**src/rtl/fsk_dev_pkg.sv**
```systemverilog
package fsk_dev_pkg;
  localparam int DEV_W  = 16;
  localparam int N_W    = 24;
  localparam int SYM_W  = 3;
  localparam int ADDR_W = 4;
  localparam int NSYM   = 2 ** SYM_W;

  localparam logic [ADDR_W-1:0] ADDR_MODE = ADDR_W'(NSYM);
  localparam logic [ADDR_W-1:0] ADDR_SEL  = ADDR_W'(NSYM + 1);
  localparam logic [ADDR_W-1:0] ADDR_DIR  = ADDR_W'(NSYM + 2);

  typedef enum logic [1:0] {
    MODE_PIN    = 2'd0,
    MODE_REGSEL = 2'd1,
    MODE_DIRECT = 2'd2,
    MODE_SERIAL = 2'd3
  } fsk_mode_e;

  // keep only the symbol bits that the level setting uses
  function automatic logic [SYM_W-1:0] sym_mask(input logic [SYM_W-1:0] s,
                                                 input logic [1:0] lvl);
    case (lvl)
      2'd0:    return {2'b00, s[0]};
      2'd1:    return {1'b0, s[1:0]};
      default: return s;
    endcase
  endfunction

  // divider value: base plus sign-extended deviation, wrapping
  function automatic logic [N_W-1:0] n_sum(input logic [N_W-1:0] base,
                                            input logic [DEV_W-1:0] dev);
    return base + {{(N_W-DEV_W){dev[DEV_W-1]}}, dev};
  endfunction
endpackage

```
**src/rtl/fsk_sync_edge.sv**
```systemverilog
module fsk_sync_edge #(
  parameter int W = 4
) (
  input  logic         clk,
  input  logic         rst_n,
  input  logic [W-1:0] async_i,
  output logic [W-2:0] lvl_o,
  output logic         rise0_o
);
  logic [W-1:0] ff1_q, ff2_q;
  logic         prev0_q;

  always_ff @(posedge clk) begin
    if (!rst_n) begin
      ff1_q   <= '0;
      ff2_q   <= '0;
      prev0_q <= 1'b0;
    end else begin
      ff1_q   <= async_i;
      ff2_q   <= ff1_q;
      prev0_q <= ff2_q[0];
    end
  end

  assign lvl_o   = ff2_q[W-1:1];
  assign rise0_o = ff2_q[0] & ~prev0_q;

  AST_STROBE_SINGLE: assert property (@(posedge clk) disable iff (!rst_n)
    rise0_o |=> !rise0_o);
endmodule

```
**src/rtl/fsk_serial_rx.sv**
```systemverilog
module fsk_serial_rx
  import fsk_dev_pkg::*;
#(
  parameter int W = DEV_W
) (
  input  logic         clk,
  input  logic         rst_n,
  input  logic         en_i,
  input  logic         pol_i,
  input  logic         sclk_i,
  input  logic         fs_i,
  input  logic         sd_i,
  output logic         vld_o,
  output logic [W-1:0] word_o
);
  localparam int CNT_W = $clog2(W);

  logic             sclk_q;
  logic [CNT_W-1:0] cnt_q;
  logic             done_q;
  logic [W-2:0]     sh_q;
  logic             sclk_rise, fs_active, last_bit;

  assign sclk_rise = sclk_i & ~sclk_q;
  assign fs_active = (fs_i == pol_i);
  assign last_bit  = (cnt_q == CNT_W'(W - 1));

  always_ff @(posedge clk) begin
    if (!rst_n) begin
      sclk_q <= 1'b0;
      cnt_q  <= '0;
      done_q <= 1'b0;
      sh_q   <= '0;
      vld_o  <= 1'b0;
      word_o <= '0;
    end else begin
      sclk_q <= sclk_i;
      vld_o  <= 1'b0;
      if (!en_i) begin
        cnt_q  <= '0;
        done_q <= 1'b0;
      end else if (sclk_rise) begin
        if (!fs_active) begin
          cnt_q  <= '0;
          done_q <= 1'b0;
        end else if (!done_q) begin
          if (last_bit) begin
            word_o <= {sh_q, sd_i};
            vld_o  <= 1'b1;
            done_q <= 1'b1;
            cnt_q  <= '0;
          end else begin
            sh_q  <= {sh_q[W-3:0], sd_i};
            cnt_q <= cnt_q + 1'b1;
          end
        end
      end
    end
  end

  AST_WORD_SINGLE: assert property (@(posedge clk) disable iff (!rst_n)
    vld_o |=> !vld_o);
  AST_IDLE_COUNT_CLEAR: assert property (@(posedge clk) disable iff (!rst_n)
    !en_i |=> (cnt_q == '0) && !vld_o);
endmodule

```
**src/rtl/fsk_dev_regs.sv**
```systemverilog
module fsk_dev_regs
  import fsk_dev_pkg::*;
(
  input  logic              clk,
  input  logic              rst_n,
  input  logic              we_i,
  input  logic [ADDR_W-1:0] addr_i,
  input  logic [DEV_W-1:0]  wdata_i,
  output logic [DEV_W-1:0]  tbl_o [NSYM],
  output fsk_mode_e         mode_o,
  output logic [1:0]        lvl_o,
  output logic              pol_o,
  output logic              mode_wr_o,
  output logic              sel_wr_o,
  output logic              dir_wr_o
);
  assign mode_wr_o = we_i && (addr_i == ADDR_MODE);
  assign sel_wr_o  = we_i && (addr_i == ADDR_SEL);
  assign dir_wr_o  = we_i && (addr_i == ADDR_DIR);

  for (genvar i = 0; i < NSYM; i++) begin : g_preset
    logic hit;
    assign hit = we_i && (addr_i == ADDR_W'(i));
    always_ff @(posedge clk) begin
      if (!rst_n)   tbl_o[i] <= '0;
      else if (hit) tbl_o[i] <= wdata_i;
    end
  end

  always_ff @(posedge clk) begin
    if (!rst_n) begin
      mode_o <= MODE_PIN;
      lvl_o  <= 2'd0;
      pol_o  <= 1'b0;
    end else if (mode_wr_o) begin
      mode_o <= fsk_mode_e'(wdata_i[1:0]);
      lvl_o  <= wdata_i[3:2];
      pol_o  <= wdata_i[4];
    end
  end

  AST_MODE_HOLD: assert property (@(posedge clk) disable iff (!rst_n)
    !mode_wr_o |=> $stable(mode_o) && $stable(lvl_o) && $stable(pol_o));
endmodule

```
**src/rtl/fsk_dev_ctrl.sv**
```systemverilog
module fsk_dev_ctrl
  import fsk_dev_pkg::*;
(
  input  logic              clk,
  input  logic              rst_n,
  input  logic              cfg_we,
  input  logic [ADDR_W-1:0] cfg_addr,
  input  logic [DEV_W-1:0]  cfg_wdata,
  input  logic [N_W-1:0]    base_n,
  input  logic              sym_clk,
  input  logic [SYM_W-1:0]  sym_pin,
  output logic [DEV_W-1:0]  dev_o,
  output logic [N_W-1:0]    n_o
);
  logic [DEV_W-1:0] tbl [NSYM];
  fsk_mode_e        mode;
  logic [1:0]       lvl;
  logic             pol, mode_wr, sel_wr, dir_wr;
  logic [SYM_W-1:0] pin_s, sym_idx;
  logic             sym_stb, ser_vld, upd_any;
  logic [DEV_W-1:0] ser_word, dev_q;

  fsk_dev_regs u_regs (
    .clk(clk), .rst_n(rst_n), .we_i(cfg_we), .addr_i(cfg_addr),
    .wdata_i(cfg_wdata), .tbl_o(tbl), .mode_o(mode), .lvl_o(lvl),
    .pol_o(pol), .mode_wr_o(mode_wr), .sel_wr_o(sel_wr), .dir_wr_o(dir_wr)
  );

  fsk_sync_edge #(.W(SYM_W + 1)) u_sync (
    .clk(clk), .rst_n(rst_n), .async_i({sym_pin, sym_clk}),
    .lvl_o(pin_s), .rise0_o(sym_stb)
  );

  fsk_serial_rx #(.W(DEV_W)) u_rx (
    .clk(clk), .rst_n(rst_n), .en_i(mode == MODE_SERIAL), .pol_i(pol),
    .sclk_i(pin_s[0]), .fs_i(pin_s[1]), .sd_i(pin_s[2]),
    .vld_o(ser_vld), .word_o(ser_word)
  );

  assign sym_idx = sym_mask(pin_s, lvl);
  assign upd_any = mode_wr | sym_stb | sel_wr | dir_wr | ser_vld;

  always_ff @(posedge clk) begin
    if (!rst_n) begin
      dev_q <= '0;
    end else if (mode_wr) begin
      dev_q <= '0;
    end else begin
      case (mode)
        MODE_PIN:    if (sym_stb) dev_q <= tbl[sym_idx];
        MODE_REGSEL: if (sel_wr)  dev_q <= tbl[cfg_wdata[SYM_W-1:0]];
        MODE_DIRECT: if (dir_wr)  dev_q <= cfg_wdata;
        MODE_SERIAL: if (ser_vld) dev_q <= ser_word;
        default: ;
      endcase
    end
  end

  assign dev_o = dev_q;
  assign n_o   = n_sum(base_n, dev_q);

  AST_MODE_CLEARS_DEV: assert property (@(posedge clk) disable iff (!rst_n)
    mode_wr |=> (dev_o == '0));
  AST_DEV_NEEDS_EVENT: assert property (@(posedge clk) disable iff (!rst_n)
    !upd_any |=> $stable(dev_o));
  AST_PIN_LEVEL_MASK: assert property (@(posedge clk) disable iff (!rst_n)
    (lvl == 2'd0) |-> (sym_idx[SYM_W-1:1] == '0));
endmodule

```
**config.mk**
```make
export PLATFORM = sky130hd
export DESIGN_NAME = fsk_dev_ctrl
export DESIGN_NICKNAME = d
export VERILOG_FILES = /design/src/rtl/fsk_dev_pkg.sv /design/src/rtl/fsk_sync_edge.sv /design/src/rtl/fsk_serial_rx.sv /design/src/rtl/fsk_dev_regs.sv /design/src/rtl/fsk_dev_ctrl.sv
export SDC_FILE = /design/constraint.sdc
export NUM_CORES = 1
export LEC_CHECK = 0
export BUFFER_PORTS_ARGS = -buffer_cell sky130_fd_sc_hd__buf_2
export CELL_PAD_IN_SITES_DETAIL_PLACEMENT = 1
export CELL_PAD_IN_SITES_GLOBAL_PLACEMENT = 1
export CORE_MARGIN = 4
export CORE_UTILIZATION = 46
export DETAILED_ROUTE_END_ITERATION = 10
export PLACE_DENSITY = 0.89
export REMOVE_ABC_BUFFERS = 1
export SYNTH_ARGS = -nofsm -noshare
export SYNTH_HDL_FRONTEND = slang
export SYNTH_SLANG_ARGS = --single-unit
```
**constraint.sdc**
```tcl
create_clock -name clk -period 2.7 [get_ports clk]
set_clock_uncertainty 0.15 [all_clocks]
set_input_delay 0.135 -clock clk [delete_from_list [all_inputs] [get_ports clk]]
set_output_delay 0.135 -clock clk [all_outputs]
set_load 0.01 [all_outputs]
```
==> results of run 1 <==
==> cells in the final DEF (no fill, tap or decap), drive strengths merged, types with 9 or more instances in the layout <==
cell type      n
nand2        342
dfxtp        196
a21boi       145
buf          141
mux4          64
mux2i         51
nor2          42
a21oi         38
o21ai         33
nor2b         26
ha            24
nand2b        19
o211ai        18
clkbuf        17
dlygate4sd3   17
xnor2         14
inv           14
and2          13
a21o          12
xor2           9
nor3           9
a211oi         9
==> sequential cells by signal, summed over array words and instances (netlist names) <==
register and cells:
u_rx.cnt_q 4, u_regs.mode_o 2, u_regs.tbl_o 128, u_rx.word_o 16
u_sync.prev0_q 1, u_rx.sclk_q 1, u_rx.sh_q 15, u_sync.ff2_q 4
dev_o 16, u_sync.ff1_q 4, u_rx.done_q 1, u_regs.lvl_o 2
u_rx.vld_o 1, u_regs.pol_o 1
==> final cells by class <==
| type | instances | area share, % |
|---|---|---|
| clock buffer | 17 | 3.30 |
| sequential | 196 | 30.6 |
| clock inverter | 15 | 1.20 |
| inverter | 3 | 0.0875 |
| timing repair buffer | 158 | 8.29 |
| multi-input combinational | 922 | 53.5 |
| tap | 313 | 3.04 |
==> critical path: stages (launching register included) <==
cell	delay [ns]
dfxtp_2	0.34
ha_4	0.16
fa_2	0.35
a211oi_2	0.25
nor2_1	0.10
o31a_1	0.35
buf_6	0.15
a21o_4	0.23
a31oi_4	0.16
xnor2_1	0.16
buf_2	0.17
==> cells by family after synthesis <==
family / Yosys count / synth area share [%]
AO/OA/AOI/OAI: 279 / 18.1
XOR/XNOR: 23 / 1.86
adder cells (fa/ha/maj): 25 / 2.96
buffers and inverters: 94 / 3.79
flip-flops: 196 / 36.2
multiplexers: 116 / 18.1
AND/OR/NAND/NOR: 479 / 18.9
==> worst max-delay path by stage <==
stage | startpoint | to
floorplan | u_regs.mode_o[1] | dev_o[0]
global placement | dev_o[0] | n_o[18]
detailed placement | dev_o[0] | n_o[18]
CTS | dev_o[0] | n_o[12]
global route | dev_o[0] | n_o[12]
finish | dev_o[0] | n_o[12]
==> per-layer routing <==
metal / track usage (%) / up-vias / part of all wire [%] / routed length [um]
li1: - / 4399 / - / -
met1: 34.4 / 4946 / 39 / 14900
met2: 50.2 / 470 / 50 / 19000
met3: 4.80 / 147 / 6.8 / 2610
met4: 13.9 / 0 / 4.8 / 1830
met5: 0 / - / 0 / 0
==> power by group through the flow <==
stage	logic [mW]	clock network (mW)	registers [mW]
final	0.568	2.56	2.95
after global routing	0.606	2.71	2.95
after floorplan	0.236	0	3.01
after CTS	0.546	2.58	2.95
after global placement	0.484	0	3.01
after detailed placement	0.499	0	3.01
==> through the flow <==
step           cells  TNS [ns]  hold WS [ns]  total power, mW
2_1_floorplan   1121     -9.79         0.107             3.25
5_1_grt         1624     -4.50         0.102             6.27
6_report        1624     -3.25        0.0869             6.07
3_5_place_dp    1566         0         0.197             3.51
3_3_place_gp    1566         0         0.190             3.49
4_1_cts         1622     -1.69        0.0792             6.07
==> what timing repair did <==
action	4_1_cts	5_1_grt
setup endpoints to repair	16	31
pin swaps	18	11
resized for setup	52	28
gates cloned	0	0
hold buffers	17	0
endpoints found under the hold margin	110	0
setup buffers	7	3
==> Implementation_results.wiki, run 1 <==
{| class="wikitable"
! Metric !! Value
|-
| Run status || finished with violations
|-
| Violations in the final reports || setup timing
|-
| Antenna violation net count after detailed routing || 0
|-
| Vias in the first global route || 10700
|-
| Row count || 55
|-
| Worst relative slew slack || 33.3%
|-
| Final setup viols || 15
|-
| Number of CTS-inserted buffers || 17
|-
| Initial antenna violation count || 0
|-
| EDFF count, synth || 0
|-
| Cell type with the highest aggregate area in the netlist || dfxtp_1
|-
| Area of all sequential standard cells || 3940 um^2
|-
| Static power due to leakage || 4.75 nW
|-
| Worst Path Arrival || 2.87 ns
|-
| Area of the core || 22900 um^2
|-
| Maximum count of clock buffers along a single path || 2
|-
| Main area contributors after synthesis || dfxtp_1 36%, mux4_2 13%, nand2_1 12%
|-
| Setup CP Type || reg2out
|-
| Post-Layout Inst Area || 12900 um^2
|-
| Share of layout cells above drive strength 1 || 23.4%
|-
| Syn Std Cell Area || 10800 um^2
|-
| Power Internal || 4.40 mW
|-
| Worst setup margin || -0.451 ns
|-
| Largest voltage drop on the vdd net || 0.466 mV
|-
| Switching power of the nets || 1.67 mW
|-
| Average wire per standard cell || 23.6 um
|-
| Crit Reg-Reg Endpoint || dev_o[1]
|-
| H-tree levels || 4
|-
| Reg2reg setup slack || 0.25 ns
|-
| Tcrit/Tclk final || 117%
|-
| Pin count of the biggest net entering global routing || 177
|-
| Max Transition Viols Final || 0
|-
| Die Y || 161 um
|-
| Sequential area share after synthesis || 36.2%
|-
| Endpoint required time on the critical path || 2.41 ns
|-
| FF-to-FF path depth || 6
|-
| Commonest cells in the synthesized netlist || 342 x nand2_1, 196 x dfxtp_1, 143 x a21boi_0
|-
| First-pass GRT wire length || 59400 um
|-
| Synth top area share || 36.2%
|-
| Multi-input gate area || 6890 um^2
|-
| Final weighted congestion in routability-driven placement || 0.931
|-
| Detailed-route DRC error count || 0
|-
| Number of flip-flops and latches in the synthesized netlist || 196
|-
| Share of power burned in registers || 48.5%
|-
| Final net count || 1374
|-
| Setup repair after global routing missed its margin || yes
|-
| Mean area per synthesized cell || 8.93 um^2
|-
| Area of placed instances || 11700 um^2
|-
| Iteration-0 DRC Markers || 881
|-
| Nature of the critical path endpoint || output pin
|-
| Pwr dens || 472 nW/um^2
|-
| Worst hold endpoint || u_regs.tbl_o[114]
|-
| Cell at the root of the clock tree || clkbuf_16
|-
| Pre-CTS worst setup slack || 0.00250 ns
|-
| Most frequently used cell type in the post-synthesis netlist || nand2_1
|-
| Horizontal die dimension || 161 um
|-
| TritonCTS clock tree || done
|-
| Launch point of the worst reg-to-reg path || u_regs.lvl_o[0]
|-
| Maximum fanout encountered on the critical timing path || 3
|-
| Total inserted antenna cells || 0
|-
| Total number of vias || 9962
|-
| Via/cell ratio || 6.13
|-
| Clock sink count || 196
|-
| Number of distinct standard cells referenced by the synthesized netlist || 59
|-
| Gate power share || 9.4%
|-
| WL final || 38400 um
|-
| Power share of the clock group || 42.1%
|-
| Detailed-placement wirelength estimate || 23700 um
|-
| # fillers || 2585
|-
| Depth of the worst hold-timing path || 3
|-
| Latest clock arrival within the worst-skew pair || 0.46 ns
|-
| Sort of element at the start of the critical path || flop
|-
| Share of flip-flops with an asynchronous set or reset || 0%
|-
| Pin slew with the least headroom to its limit || 0.999 ns
|-
| Dominant synthesized flop cell || dfxtp_1
|-
| Hold Violations, Final || 0
|-
| Switching Share || 27.5%
|-
| Beginning of the worst hold path || cfg_wdata[2]
|-
| # port buffers || 90
|-
| Minimum clock period after layout || 3.15 ns
|-
| Reported max-cap violation count || 0
|-
| Global-route total usage across every layer || 28.7%
|-
| Clock-pin slew on the worst setup and hold paths || 0.08 ns
|-
| Number of I/O pins || 91
|-
| Effective utilization at floorplan || 47.2%
|-
| Number of warning messages in the yosys log || 0
|-
| Router iterations before antenna repair || 5
|-
| Die Area || 26100 um^2
|-
| Max Clock Freq || 317 MHz
|-
| Final cell utilization of the core || 56.2%
|-
| Post-synthesis instance total || 1212
|-
| Classification of the worst-slack hold path || in2reg
|-
| GRT overflow || 0
|-
| Area growth from synthesis to layout || 18.9%
|}
Power figures use the tool's default switching activity.
==> run 2: changes to the inputs <==
--- a/constraint.sdc
+++ b/constraint.sdc
@@ -3,3 +3,3 @@
 set_input_delay 0.135 -clock clk [delete_from_list [all_inputs] [get_ports clk]]
 set_output_delay 0.135 -clock clk [all_outputs]
-set_load 0.01 [all_outputs]
+set_load 0.1 [all_outputs]
==> run 2 against run 1 <==
Effect of this change: the flow still finishes with violations (setup timing); routed wire length grew 13%; design area increased by 4.4%; combinational power grew 44%; clock power is 9.4% higher; fmax is 2.5% lower; die area unchanged; final cell count rose by 0.68%; register-to-register slack got worse by 0.13 ns; critical path type unchanged; largest cell class unchanged; highest routed layer unchanged.
==> Implementation_results.wiki, run 2 (synthesis results as in run 1) <==
{| class="wikitable"
! Metric !! Value
|-
| Number of I/O pins || 91 (unchanged)
|-
| Antenna violation net count after detailed routing || 0 (unchanged)
|-
| Pin count of the biggest net entering global routing || 177 (unchanged)
|-
| Detailed-placement wirelength estimate || 24700 um (+4.1%)
|-
| # port buffers || 90 (unchanged)
|-
| Most common cell after layout, fill and taps aside || nand2_1
|-
| Maximum count of clock buffers along a single path || 2 (unchanged)
|-
| Series of cell instances along the critical path || ha_4 -> fa_2 -> a211oi_2 -> nor2_1 -> o31a_1 -> buf_6 -> a21o_4 -> a31oi_4 -> xnor2_1 -> bufbuf_16
|-
| Detailed-route DRC error count || 0 (unchanged)
|-
| Final weighted congestion in routability-driven placement || 0.917 (-1.6%)
|-
| Max reg flops || 128 (unchanged)
|-
| Nature of the critical path endpoint || output pin
|-
| Setup repair after global routing missed its margin || yes
|-
| Worst setup margin || -0.532 ns (-0.0811 ns)
|-
| Critical Path Slowest Stage Cell || fa_2
|-
| Total inserted antenna cells || 0 (unchanged)
|-
| Maximum fanout encountered on the critical timing path || 3 (unchanged)
|-
| Final setup viols || 15 (unchanged)
|-
| Final net count || 1385 (+0.80%)
|-
| Horizontal die dimension || 161 um (unchanged)
|-
| Worst relative slew slack || 25.8% (-7.5 points)
|-
| Number of CTS-inserted buffers || 17 (unchanged)
|-
| GRT overflow || 0 (unchanged)
|-
| Global-route total usage across every layer || 31.1% (+2.4 points)
|-
| Placed instance count || 1578 (+0.77%)
|-
| Vias in the first global route || 11200 (+4.5%)
|-
| Setup CP Type || reg2out
|-
| Area growth from synthesis to layout || 24.2%
|-
| Static power due to leakage || 5.00 nW (+5.2%)
|-
| TritonCTS clock tree || done
|-
| Sort of element at the start of the critical path || flop
|-
| Cell at the root of the clock tree || clkbuf_16
|-
| Pin slew with the least headroom to its limit || 1.11 ns (+0.109 ns)
|-
| Post-Layout Inst Area || 13400 um^2 (+4.4%)
|-
| Initial antenna violation count || 0 (unchanged)
|-
| Area of placed instances || 12000 um^2 (+2.9%)
|-
| WL final || 43500 um (+13%)
|-
| H-tree levels || 4 (unchanged)
|-
| Clock-pin slew on the worst setup and hold paths || 0.08 ns (about the same)
|-
| Largest voltage drop on the vdd net || 0.418 mV (-10%)
|-
| Final cell utilization of the core || 58.7% (+2.5 points)
|-
| Max Transition Viols Final || 0 (unchanged)
|-
| Latest clock arrival within the worst-skew pair || 0.45 ns (about the same)
|-
| Final std cells w/o fill || 1635 (+0.68%)
|-
| First-pass GRT wire length || 63800 um (+7.4%)
|-
| Commonest cells after routing, fill and taps aside || 336 x nand2_1, 187 x dfxtp_1, 142 x a21boi_0
|-
| Reported max-cap violation count || 0 (unchanged)
|-
| Effective utilization at floorplan || 47.2% (unchanged)
|-
| Run status || finished with violations
|-
| Minimum clock period after layout || 3.23 ns (+0.0810 ns)
|-
| Longest individual stage delay on the worst path || 0.36 ns (about the same)
|-
| Violations in the final reports || setup timing
|-
| Total number of vias || 10400 (+4.8%)
|-
| Tcrit/Tclk final || 120% (+3.0 points)
|-
| Clock sink count || 196 (unchanged)
|-
| Share of layout cells above drive strength 1 || 26.1% (+2.7 points)
|-
| Area of the core || 22900 um^2 (unchanged)
|-
| Die Y || 161 um (unchanged)
|-
| Max Clock Freq || 309 MHz (-2.5%)
|-
| Pwr dens || 489 nW/um^2 (+3.6%)
|-
| Hold Violations, Final || 0 (unchanged)
|-
| Router iterations before antenna repair || 5 (unchanged)
|-
| Endpoint required time on the critical path || 2.41 ns (about the same)
|-
| Via/cell ratio || 6.38 (+4.1%)
|-
| Iteration-0 DRC Markers || 979 (+11%)
|-
| Row count || 55 (unchanged)
|-
| Sum of internal, switching and leakage power || 6.57 mW (+8.2%)
|-
| Classification of the worst-slack hold path || in2reg
|-
| Biggest register || u_regs.tbl_o
|-
| Worst Path Arrival || 2.95 ns (+0.08 ns)
|-
| Average wire per standard cell || 26.6 um (+13%)
|-
| Die Area || 26100 um^2 (unchanged)
|}
[run 2: layout make-up]
| type | instances | area [um^2] |
|---|---|---|
| clock buffer | 18 | 439 |
| clock inverter | 14 | 190 |
| fill | 2567 | 9470 |
| inverter | 3 | 11.3 |
| multi-input combinational | 922 | 7040 |
| sequential | 196 | 3940 |
| tap | 313 | 392 |
| timing repair buffer | 169 | 1430 |
[run 2: critical path: cells and delay by family (launching register included)]
kind / cells / cell delay [ns]
fa+ha+maj: 2 / 0.52
buf+inv: 2 / 0.49
flops: 1 / 0.34
xor+xnor: 1 / 0.17
compound gates: 4 / 0.88
simple gates: 1 / 0.10
[run 2: per-stage QoR]
stage	worst slack [ns]	TNS, ns	hold slack (ns)
2_1_floorplan	-1.37	-34.28	0.107
3_3_place_gp	-0.0729	-0.109	0.190
3_5_place_dp	-0.171	-0.367	0.197
4_1_cts	-0.498	-4.25	0.0514
5_1_grt	-0.580	-5.89	0.0778
6_report	-0.532	-4.80	0.0823
[run 2: per-layer routing]
layer / wire, um / part of all wire (%) / global-route usage, %
met4: 2760 / 6.3 / 18.9
met2: 21600 / 50 / 53.5
met1: 15800 / 36 / 35.6
met3: 3290 / 7.6 / 6.48
met5: 0 / 0 / 0
[run 2: power by group]
| part | switching [mW] | leakage [nW] | total [mW] | internal, mW |
|---|---|---|---|---|
| clock | 1.28 | 0.306 | 2.80 | 1.52 |
| combinational | 0.516 | 3.10 | 0.819 | 0.303 |
| sequential | 0.0317 | 1.59 | 2.95 | 2.92 |
[run 2: final timing paths]
path                                 startpoint               to  slack (ns)  cells past startpoint
worst max-delay path                   dev_o[0]          n_o[12]       -0.53                     10
worst min-delay path               cfg_wdata[2]  u_regs.tbl_o[2]        0.08                      3
worst max register to register  u_regs.lvl_o[1]         dev_o[4]        0.12                      7
worst min register to register  u_sync.ff1_q[3]  u_sync.ff2_q[3]        0.29                      1
[run 2: what timing repair did]
item | in CTS | in global routing
resized for setup | 49 | 74
hold endpoints to repair | 110 | 0
pin swaps | 14 | 27
endpoints found under the setup margin | 19 | 33
hold buffers | 17 | 0
setup buffers | 1 | 7
==> run 3: changes to the inputs <==
- BUFFER_PORTS_ARGS: -buffer_cell sky130_fd_sc_hd__buf_2 -> unset
- CORE_UTILIZATION: 46 -> 49
- DONT_BUFFER_PORTS: unset -> 1
==> run 3 against run 2 <==
Effect of this change: count of clock-buffer cells in the layout unchanged; the run ends with hold timing, setup timing left; register-to-register slack worse by 0.13 ns; setup slack worse by 0.089 ns; sequential share of layout area about the same; design area down 0.30%; total power down 2.2%; combinational power down 7.3%; fmax down 2.7%; first-iteration DRC count up 20%; critical path depth unchanged.
==> Implementation_results.wiki, run 3 (synthesis results as in run 1) <==
{| class="wikitable"
! Metric !! Value
|-
| TritonCTS clock tree || done
|-
| Pre-CTS worst setup slack || -0.198 ns (-0.0273 ns)
|-
| Share of layout cells above drive strength 1 || 22.5% (-3.6 points)
|-
| Die Y || 157 um (-3.0%)
|-
| Via/cell ratio || 6.84 (+7.2%)
|-
| Worst setup margin || -0.621 ns (-0.0888 ns)
|-
| Static power due to leakage || 4.89 nW (-2.1%)
|-
| Horizontal die dimension || 157 um (-3.0%)
|-
| Final net count || 1343 (-3.0%)
|-
| Die Area || 24500 um^2 (-5.8%)
|-
| Total number of vias || 10700 (+2.3%)
|-
| Average wire per standard cell || 29.9 um (+12%)
|-
| Area of the core || 21800 um^2 (-5.1%)
|-
| Hold Violations, Final || 1 (+1)
|-
| Global-route total usage across every layer || 36.9% (+5.7 points)
|-
| # fillers || 2330 (-9.2%)
|-
| Final setup viols || 17 (+2)
|-
| Pin slew with the least headroom to its limit || 1.01 ns (-0.0999 ns)
|-
| Area growth from synthesis to layout || 23.8%
|-
| Effective utilization at floorplan || 49.8% (+2.5 points)
|-
| FF-to-FF path depth || 7 (unchanged)
|-
| Initial antenna violation count || 1 (+1)
|-
| Nature of the critical path endpoint || output pin
|-
| Sort of element at the start of the critical path || flop
|-
| Worst Path Arrival || 3.04 ns (+0.09 ns)
|-
| Worst hold endpoint || dev_o[11]
|-
| Crit Reg-Reg Endpoint || dev_o[10]
|-
| Number of CTS-inserted buffers || 17 (unchanged)
|-
| Setup CP Type || reg2out
|-
| Maximum fanout encountered on the critical timing path || 3 (unchanged)
|-
| Worst relative slew slack || 32.7% (+6.9 points)
|-
| H-tree levels || 4 (unchanged)
|-
| Detailed-placement wirelength estimate || 24700 um (-0.12%)
|-
| Max Clock Freq || 301 MHz (-2.7%)
|-
| Vias in the first global route || 11300 (+1.6%)
|-
| Biggest register || u_regs.tbl_o
|-
| Switching Share || 28.2% (+0.36 points)
|-
| Max reg flops || 128 (unchanged)
|-
| # port buffers || 0 (-100%)
|-
| Clock-pin slew on the worst setup and hold paths || 0.08 ns (about the same)
|-
| Most common cell after layout, fill and taps aside || nand2_1
|-
| Setup repair after global routing missed its margin || yes
|-
| Critical Path Slowest Stage Cell || fa_2
|-
| Total negative slack || -5.74 ns (-0.942 ns)
|-
| Row count || 54 (-1.8%)
|-
| Launch point of the worst reg-to-reg path || u_regs.lvl_o[1]
|-
| Longest individual stage delay on the worst path || 0.37 ns (about the same)
|-
| Largest voltage drop on the vdd net || 0.449 mV (+7.4%)
|-
| Iteration-0 DRC Markers || 1177 (+20%)
|-
| Final weighted congestion in routability-driven placement || 0.911 (-0.57%)
|-
| Power share of the clock group || 42.2% (-0.4 points)
|-
| Beginning of the worst hold path || cfg_wdata[11]
|-
| WL final || 46700 um (+7.4%)
|-
| Run status || finished with violations
|-
| Maximum count of clock buffers along a single path || 2 (unchanged)
|-
| Commonest cells after routing, fill and taps aside || 337 x nand2_1, 192 x dfxtp_1, 142 x a21boi_0
|-
| Share of power burned in registers || 45.9% (+1.0 points)
|-
| Reg2reg setup slack || -0.01 ns (-0.13 ns)
|-
| Switching power of the nets || 1.82 mW (-0.88%)
|-
| Worst hold slack || -0.00622 ns (-0.0885 ns)
|-
| Final cell utilization of the core || 61.6% (+2.9 points)
|-
| Top delay family on crit path || compound AO/OA/AOI/OAI gates
|-
| Worst path bufs/invs || 2 (unchanged)
|-
| Tcrit/Tclk final || 123% (+3.3 points)
|-
| Cell at the root of the clock tree || clkbuf_16
|-
| GRT overflow || 0 (unchanged)
|-
| Number of I/O pins || 91 (unchanged)
|-
| Classification of the worst-slack hold path || in2reg
|-
| Pin count of the biggest net entering global routing || 173 (-2.3%)
|-
| Detailed-route DRC error count || 0 (unchanged)
|-
| Max Transition Viols Final || 0 (unchanged)
|-
| Depth of the worst hold-timing path || 4 (+1)
|-
| Clock sink count || 196 (unchanged)
|-
| Endpoint required time on the critical path || 2.41 ns (about the same)
|-
| Power Internal || 4.61 mW (-2.6%)
|-
| Antenna violation net count after detailed routing || 0 (unchanged)
|-
| First-pass GRT wire length || 68700 um (+7.6%)
|-
| Reported max-cap violation count || 0 (unchanged)
|-
| Series of cell instances along the critical path || ha_4 -> fa_2 -> a211oi_4 -> nor2_2 -> o31a_1 -> a21bo_2 -> a221oi_2 -> buf_4 -> xnor2_4 -> buf_12
|-
| Router iterations before antenna repair || 6 (+1)
|-
| Gate power share || 11.8% (-0.7 points)
|-
| Pwr dens || 480 nW/um^2 (-1.9%)
|-
| Latest clock arrival within the worst-skew pair || 0.45 ns (about the same)
|-
| Violations in the final reports || hold timing, setup timing
|-
| Minimum clock period after layout || 3.32 ns (+0.0888 ns)
|}
run 3: worst register-to-register path, cell delays in order (launching register included):
cell and delay (ns):
dfxtp_1 0.37, o21ai_4 0.40, buf_6 0.37, mux4_2 0.42, mux2i_1 0.29, o21ai_0 0.28, nand2b_1 0.16, o211ai_1 0.11
run 3: per-stage QoR:
stage          power (mW)  cells  instance area [um^2]
2_1_floorplan        3.40   1121                 10400
3_3_place_gp         3.58   1490                 11900
3_5_place_dp         3.60   1490                 11900
4_1_cts              6.31   1556                 13200
5_1_grt              6.55   1561                 13400
6_report             6.43   1561                 13400
run 3: worst max-delay path by stage:
| stage | startpoint | slack (ns) | cells past startpoint | endpoint |
|---|---|---|---|---|
| after floorplan | dev_o[0] | -1.37 | 8 | n_o[16] |
| after global placement | dev_o[0] | -0.09 | 10 | n_o[18] |
| after detailed placement | dev_o[0] | -0.20 | 10 | n_o[12] |
| after CTS | dev_o[0] | -0.49 | 10 | n_o[18] |
| after global routing | dev_o[0] | -0.67 | 10 | n_o[18] |
| final | dev_o[0] | -0.62 | 10 | n_o[18] |
run 3: repair_timing:
item	4_1_cts	5_1_grt
hold buffers	29	0
pin swaps	20	21
setup endpoints to repair	18	20
endpoints found under the hold margin	194	0
setup buffers	5	5
gates resized for setup	66	38
run 3: final cells by class:
type                    instances  area (um^2)  area share [%]
flip-flops and latches        196         3930            29.3
multi-input cells             922         7150            53.3
well taps                     280          350            2.61
inverters                       3         11.3          0.0840
repair buffers                127         1370            10.2
clock inverters                14          168            1.25
diodes                          1         2.50          0.0187
clock buffers                  18          429            3.20
run 3: power by group through the flow:
stage | combinational, mW | sequential [mW] | clock [mW]
global route | 0.782 | 2.95 | 2.82
floorplan | 0.382 | 3.02 | 0
finish | 0.759 | 2.95 | 2.72
CTS | 0.711 | 2.95 | 2.65
global placement | 0.567 | 3.01 | 0
detailed placement | 0.585 | 3.02 | 0
run 3: metal layers:
layer  up-vias  GRT usage, %  share of wire [%]
met4         0          23.8                8.0
met5         -             0                  0
met3       295          8.60                9.0
met1      5259          41.1                 35
met2       788          63.1                 48
li1       4339             -                  -
